[src/rtl/sba_engine.sv]
module sba_engine #(
  parameter int ADDR_W  = 7,
  parameter int BUS_AW  = 32,
  parameter int ACT_LAT = 4
) (
  input  logic              clk,
  input  logic              rst_n,
  input  logic              reg_req,
  input  logic              reg_we,
  input  logic [ADDR_W-1:0] reg_addr,
  input  logic [31:0]       reg_wdata,
  output logic [31:0]       reg_rdata,
  output logic              bus_req,
  output logic              bus_we,
  output logic [BUS_AW-1:0] bus_addr,
  output logic [31:0]       bus_wdata,
  input  logic              bus_rsp,
  input  logic              bus_err,
  input  logic [31:0]       bus_rdata
);
  localparam int CW = $clog2(ACT_LAT + 1);
  localparam logic [ADDR_W-1:0] A_CTL  = ADDR_W'(7'h10);
  localparam logic [ADDR_W-1:0] A_STAT = ADDR_W'(7'h38);
  localparam logic [ADDR_W-1:0] A_ADDR = ADDR_W'(7'h39);
  localparam logic [ADDR_W-1:0] A_DATA = ADDR_W'(7'h3C);
  localparam logic [2:0] SZ32 = 3'd2;

  logic          active, pend;
  logic [CW-1:0] act_cnt;
  logic          busy, busyerr, roa, we_q;
  logic [2:0]    access, err;
  logic [BUS_AW-1:0] addr_q;
  logic [31:0]   data_q;

  wire wr       = reg_req & reg_we;
  wire deact    = wr & (reg_addr == A_CTL) & ~reg_wdata[0];
  wire arm      = wr & (reg_addr == A_CTL) & reg_wdata[0] & ~active & ~pend;
  wire acc_addr = active & wr & (reg_addr == A_ADDR);
  wire acc_wdat = active & wr & (reg_addr == A_DATA);
  wire acc_rdat = active & reg_req & ~reg_we & (reg_addr == A_DATA);
  wire stat_wr  = active & wr & (reg_addr == A_STAT);
  wire collide  = busy & (acc_addr | acc_wdat | acc_rdat);
  wire blocked  = busyerr | (err != 3'd0);
  wire go_rd    = acc_addr & ~busy & roa & ~blocked;
  wire go_wr    = acc_wdat & ~busy & ~blocked;

  always_ff @(posedge clk or negedge rst_n) begin
    if (!rst_n) begin
      active  <= 1'b0;
      pend    <= 1'b0;
      act_cnt <= '0;
      busy    <= 1'b0;
      busyerr <= 1'b0;
      roa     <= 1'b0;
      we_q    <= 1'b0;
      access  <= SZ32;
      err     <= 3'd0;
      addr_q  <= '0;
      data_q  <= '0;
    end else if (deact) begin
      active  <= 1'b0;
      pend    <= 1'b0;
      act_cnt <= '0;
      busy    <= 1'b0;
      busyerr <= 1'b0;
      roa     <= 1'b0;
      we_q    <= 1'b0;
      access  <= SZ32;
      err     <= 3'd0;
      addr_q  <= '0;
      data_q  <= '0;
    end else begin
      if (arm) begin
        pend    <= 1'b1;
        act_cnt <= '0;
      end else if (pend) begin
        if (act_cnt == CW'(ACT_LAT - 1)) begin
          active <= 1'b1;
          pend   <= 1'b0;
        end else begin
          act_cnt <= act_cnt + 1'b1;
        end
      end
      if (stat_wr) begin
        roa    <= reg_wdata[20];
        access <= reg_wdata[19:17];
        if (reg_wdata[22]) busyerr <= 1'b0;
        err <= err & ~reg_wdata[14:12];
      end
      if (collide) busyerr <= 1'b1;
      if (acc_addr && !busy) addr_q <= reg_wdata[BUS_AW-1:0];
      if (acc_wdat && !busy) data_q <= reg_wdata;
      if (go_rd || go_wr) begin
        if (access != SZ32) begin
          err <= 3'd4;
        end else begin
          busy <= 1'b1;
          we_q <= go_wr;
        end
      end
      if (busy && bus_rsp) begin
        busy <= 1'b0;
        if (bus_err) err <= 3'd7;
        else if (!we_q) data_q <= bus_rdata;
      end
    end
  end

  wire [31:0] stat_word = {3'd1, 6'd0, busyerr, busy, roa, access, 1'b0, 1'b0,
                           err, 7'(BUS_AW), 5'b00100};

  always_comb begin
    reg_rdata = 32'd0;
    if (reg_addr == A_CTL)                 reg_rdata = {31'd0, active};
    else if (active && reg_addr == A_STAT) reg_rdata = stat_word;
    else if (active && reg_addr == A_ADDR) reg_rdata = 32'(addr_q);
    else if (active && reg_addr == A_DATA) reg_rdata = data_q;
  end

  assign bus_req   = busy;
  assign bus_we    = we_q;
  assign bus_addr  = addr_q;
  assign bus_wdata = data_q;
endmodule

[config.mk]
export PLATFORM = sky130hd
export DESIGN_NAME = sba_engine
export DESIGN_NICKNAME = d
export VERILOG_FILES = /design/src/rtl/sba_engine.sv
export SDC_FILE = /design/constraint.sdc
export NUM_CORES = 1
export LEC_CHECK = 0
export CAP_MARGIN = 10
export CELL_PAD_IN_SITES_DETAIL_PLACEMENT = 1
export CELL_PAD_IN_SITES_GLOBAL_PLACEMENT = 2
export CORE_MARGIN = 1.5
export CORE_UTILIZATION = 25
export CTS_CLUSTER_SIZE = 30
export DETAILED_ROUTE_END_ITERATION = 16
export PLACE_DENSITY_LB_ADDON = 0.1
export SLEW_MARGIN = 20
export SYNTH_ARGS = -nofsm -noshare
export SYNTH_HDL_FRONTEND = slang
export SYNTH_SLANG_ARGS = --single-unit
[constraint.sdc]
create_clock -name clk -period 2.7 [get_ports clk]
set_input_delay 0.54 -clock clk [delete_from_list [all_inputs] [get_ports clk]]
set_output_delay 0.54 -clock clk [all_outputs]
set_load 0.02 [all_outputs]
Yosys cells after proc, flatten, opt, wreduce, memory -nomap -nowiden
Cells that the tools add are included.
{"block": "totals", "register_bits": 79, "inputBits": 77, "wordCells": 119}
{"block": "classes", "add_sub_neg": 1, "n_eq_ne": 10, "muxes": 44, "bitwise": 30, "reduce_logical": 23}
{"operator": "$mux 32", "n": 11}
{"operator": "$mux 3", "n": 12}
{"operator": "$eq 7x6->1 const B", "n": 3}
{"operator": "$mux 1", "n": 21}
{"operator": "$and 1x1->1", "n": 19}
{"operator": "$reduce_bool 3->1", "n": 5}
{"operator": "$reduce_bool 2->1", "n": 5}
{"operator": "$reduce_and 2->1", "n": 4}
{"operator": "$eq 7x5->1 const B", "n": 1}
{"operator": "$logic_and 1x1->1", "n": 6}
{"operator": "$ne 3x2->1 const B", "n": 2}
{"operator": "$not 1->1", "n": 6}
{"operator": "$ne 2x2->1 const B", "n": 2}
{"operator": "$add 3x1->3 const B", "n": 1}
{"operator": "$and 3x3->3", "n": 1}
{"operator": "$eq 3x2->1 const B", "n": 1}
{"operator": "$ne 3x3->1 const B", "n": 1}
{"operator": "$not 3->3", "n": 1}
{"operator": "$or 1x1->1", "n": 3}
{"operator": "$reduce_and 3->1", "n": 1}
{"operator": "$logic_not 1->1", "n": 1}
{"operator": "$logic_or 1x1->1", "n": 1}

Logic depth before layout (Yosys ltp)
{"block": "logic_depth", "ltp_word": 11, "mapped_depth": 8}

Worst setup path before layout
OpenSTA, ideal clock, no wires.
{"block": "synth_timing", "kind": "input to output", "from": "input reg_addr[1]", "to": "output reg_rdata[14]", "arrival_ps": 2193, "required_time_ps": 2160, "path_slack_ps": -33, "stages": 6, "path_buffers": 3, "cell_sequence": "or3b_1 buf_4 or2_2 clkbuf_1 clkbuf_1 a211oi_1"}
{"block": "synth_between", "elab_chain_len": 6}
{"element": "start, declared", "line_no": "10", "text": "input logic [ADDR_W-1:0] reg_addr,"}
{"element": "$eq 7x6->1", "line_no": "117", "text": "else if (active && reg_addr == A_DATA) reg_rdata = data_q;"}
{"element": "$logic_and 1x1->1", "line_no": "117"}
{"element": "$mux 32", "line_no": "117"}
{"element": "$mux 32", "line_no": "116", "text": "else if (active && reg_addr == A_ADDR) reg_rdata = 32'(addr_q);"}
{"element": "$mux 32", "line_no": "115", "text": "else if (active && reg_addr == A_STAT) reg_rdata = stat_word;"}
{"element": "$mux 32 (*)", "line_no": "114", "text": "if (reg_addr == A_CTL) reg_rdata = {31'd0, active};"}
{"element": "end, declared", "line_no": "12", "text": "output logic [31:0] reg_rdata,"}
Mark *: on every way between the ends. The rest lies on a longest branch, timed or not.

Worst setup path in the final report
{"block": "layout_timing", "from": "input reg_addr[0]", "to": "output reg_rdata[4]"}
The elaborated chain is that of the path after synthesis.

==> out/qor.yml <==
status: "finished clean"
cts_root_buf: "clkbuf_16"
clkTransAtPathRegs_ps: 60
io_pins: 175
power_mw: 3.15
cap_viol_max_count: 0
fin_ws_ps: 118
worst_ep_arrival_time_ps: 2040
p_sw_frac: 0.269
cts_num_sinks: 79
vdd_drop_max_v: 0.000264
finalWeightedCongestion: 0.784
drive_gt1_frac: 0.194
nNetsFinal: 709
die_h_microns: 131
utilization: 0.423
wl_mm: 18.1
regArea_sq_um: 1980
synth_edf_count: 0
syn_avg_cell_area_sq_um: 9.60
path_class: "input pin to output pin"
drc: 0
p_per_area_nw_per_um2: 465
p_comb_frac: 0.183
place_ws_ps: -671
cts.path.max_buffers: 2
finalHoldViolations: 0
cts_tree: "done"
grt_pass1_vias: 4761
dieArea_sq_um: 17300
slew_headroom: 0.332
ys_seq_area_frac: 0.479
core_area_sq_um: 16000
clockPowerShare: 0.397
antennaDiodeCount: 0
grtUsageTotal: 0.214
rsz0062_at_grt: "no"
drtIter0Drc: 167
power.leakage_nw: 2.91
synth_cells: 430
port_buffers: 174
critPathCaptureType: "output pin"
dp.cells: 827
ys.warnings.count: 0
report.final.slew_viol_count: 0
grt_max_degree: 42
cts_buffers: 9
power_frac_seq: 0.420
synthToLayoutAreaGrowth_pct: 64.1
vias: 4327
gr-total-overflow: 0
instances_no_fill: 851
worstSetupStartpointType: "input pin"
async_flop_share: 1.00
start_util: 0.258
via_per_inst: 5.08
ys_ff_latch: 79
synth.cell_area_sq_um: 4130
crit_fanout: 5
synth_nets: 509
fin_crit_ps: 2580
ys_types: 49
p_switching_mw: 0.848
dpl.hpwl_mm: 12.6
die_x_microns: 131
wl_per_cell_microns: 21.3
fin_crit_sh: 0.956
antenna_found_initial: 0
p_int_mw: 2.30
required_ps: 2160
setup_viol: 0
antenna_left: 0
htreeDepth: 3
multiInputGateArea_sq_um: 1940
worst_slew_pin_slew_ps: 1000
dr.pass1.iters: 5
fillers: 1866
synth_flop_cell: "dfrtp_1"
clk_latency_ps: 340
timing.fmax_mhz: 387
clock_skew_ps: 5.58
r2r_setup_slack_ps: 620
holdWs_ps: 181
fp-row-count: 46
worstHoldPathType: "input pin to async pin"
grt_first_pass_wirelength_mm: 28.3
-- critical path: stages --
cell and delay [ps]:
clkdlybuf4s50_1 390, buf_4 170, nor4_4 320, buf_6 180, buf_12 140, a22o_1 140
buf_2 150
-- repair_timing --
item / CTS / global route
gates resized for setup: 173 / 7
endpoints found under the setup margin: 32 / 11
pin swaps: 2 / 3
cloned: 4 / 0
hold buffers: 0 / 0
endpoints found under the hold margin: 0 / 0
setup buffers: 6 / 0
-- cell type report --
class,instances,share of cell area
Clock buffer,11,0.0358
Clock inverter,5,0.00831
Inverter,17,0.00942
Multi-Input combinational cell,296,0.286
Sequential cell,79,0.292
Tap cell,216,0.0399
Timing Repair Buffer,227,0.329
-- flip-flops by register name (all words and copies together) (netlist names), 3 cells and up --
register / count
err: 3
act_cnt: 3
bus_wdata: 32
bus_addr: 32
access: 3
-- cell usage after synthesis (3+ instances only) --
library cell | count | area, sq um
nand2_1 | 3 | 11.3
a21oi_1 | 30 | 150
clkbuf_1 | 15 | 56.3
nor3_1 | 30 | 150
a22o_1 | 51 | 447
nor2b_1 | 3 | 18.8
dfrtp_1 | 78 | 1950
buf_2 | 16 | 80.1
buf_6 | 3 | 33.8
a211oi_1 | 13 | 97.6
mux2i_1 | 8 | 80.1
inv_1 | 17 | 63.8
nand3_1 | 4 | 20.0
o22a_1 | 3 | 26.3
o21ai_0 | 11 | 55.1
nor2_1 | 74 | 278
nor4_1 | 31 | 194
-- path summary, 6_finish.rpt --
path | start | endpoint | depth (start not counted)
hold / removal | rst_n | bus_addr[20] | 1
setup reg to reg | bus_req | bus_addr[29] | 4
max in group asynchronous | rst_n | access[1] | 2
setup / recovery | reg_addr[0] | reg_rdata[4] | 7
hold reg to reg | bus_addr[16] | bus_addr[16] | 1
min in group clk | bus_addr[16] | bus_addr[16] | 1
-- per-layer routing --
metal | wire [microns] | GRT usage | vias to the layer above
met3 | 963 | 0.0475 | 9
met5 | 0 | 0 | -
met2 | 9000 | 0.370 | 129
li1 | - | - | 1988
met4 | 170 | 0.0519 | 0
met1 | 7980 | 0.271 | 2201
-- cells by family (layout without fill, tap and decap cells) --
kind of cell,after synthesis,after routing,share of synthesized area
xor+xnor,1,1,0.00212
mux,8,8,0.0194
compound gates,118,118,0.209
fa+ha+maj,2,2,0.00606
buf+inv,55,260,0.0679
flops,79,79,0.479
simple gates,167,167,0.216
-- cells in the final DEF (no fill, tap or decap), types with 5 or more instances in the layout --
| cell type | count |
|---|---|
| a211oi_1 | 8 |
| a211oi_2 | 5 |
| a21oi_1 | 30 |
| a22o_1 | 51 |
| buf_12 | 9 |
| buf_2 | 12 |
| buf_4 | 51 |
| buf_6 | 7 |
| clkbuf_16 | 9 |
| clkdlybuf4s50_1 | 135 |
| dfrtp_1 | 78 |
| inv_1 | 17 |
| mux2i_1 | 8 |
| nor2_1 | 72 |
| nor3_1 | 30 |
| nor4_1 | 31 |
| o21ai_0 | 11 |
-- metrics by stage --
| stage | cell area, sq um | setup TNS (ps) |
|---|---|---|
| floorplan | 4130 | -228 |
| global placement | 6400 | -35100 |
| global route | 6770 | 0 |
| detailed placement | 6400 | -36670 |
| finish | 6770 | 0 |
| CTS | 6820 | 0 |
-- power groups by stage --
stage,combinational (mW),clock [mW],sequential [mW]
floorplan,0.146,0,1.40
global placement,0.566,0,1.34
detailed placement,0.576,0,1.34
global route,0.619,1.32,1.33
finish,0.576,1.25,1.32
CTS,0.585,1.29,1.32
No activity file was read; power rests on OpenSTA's default activity.
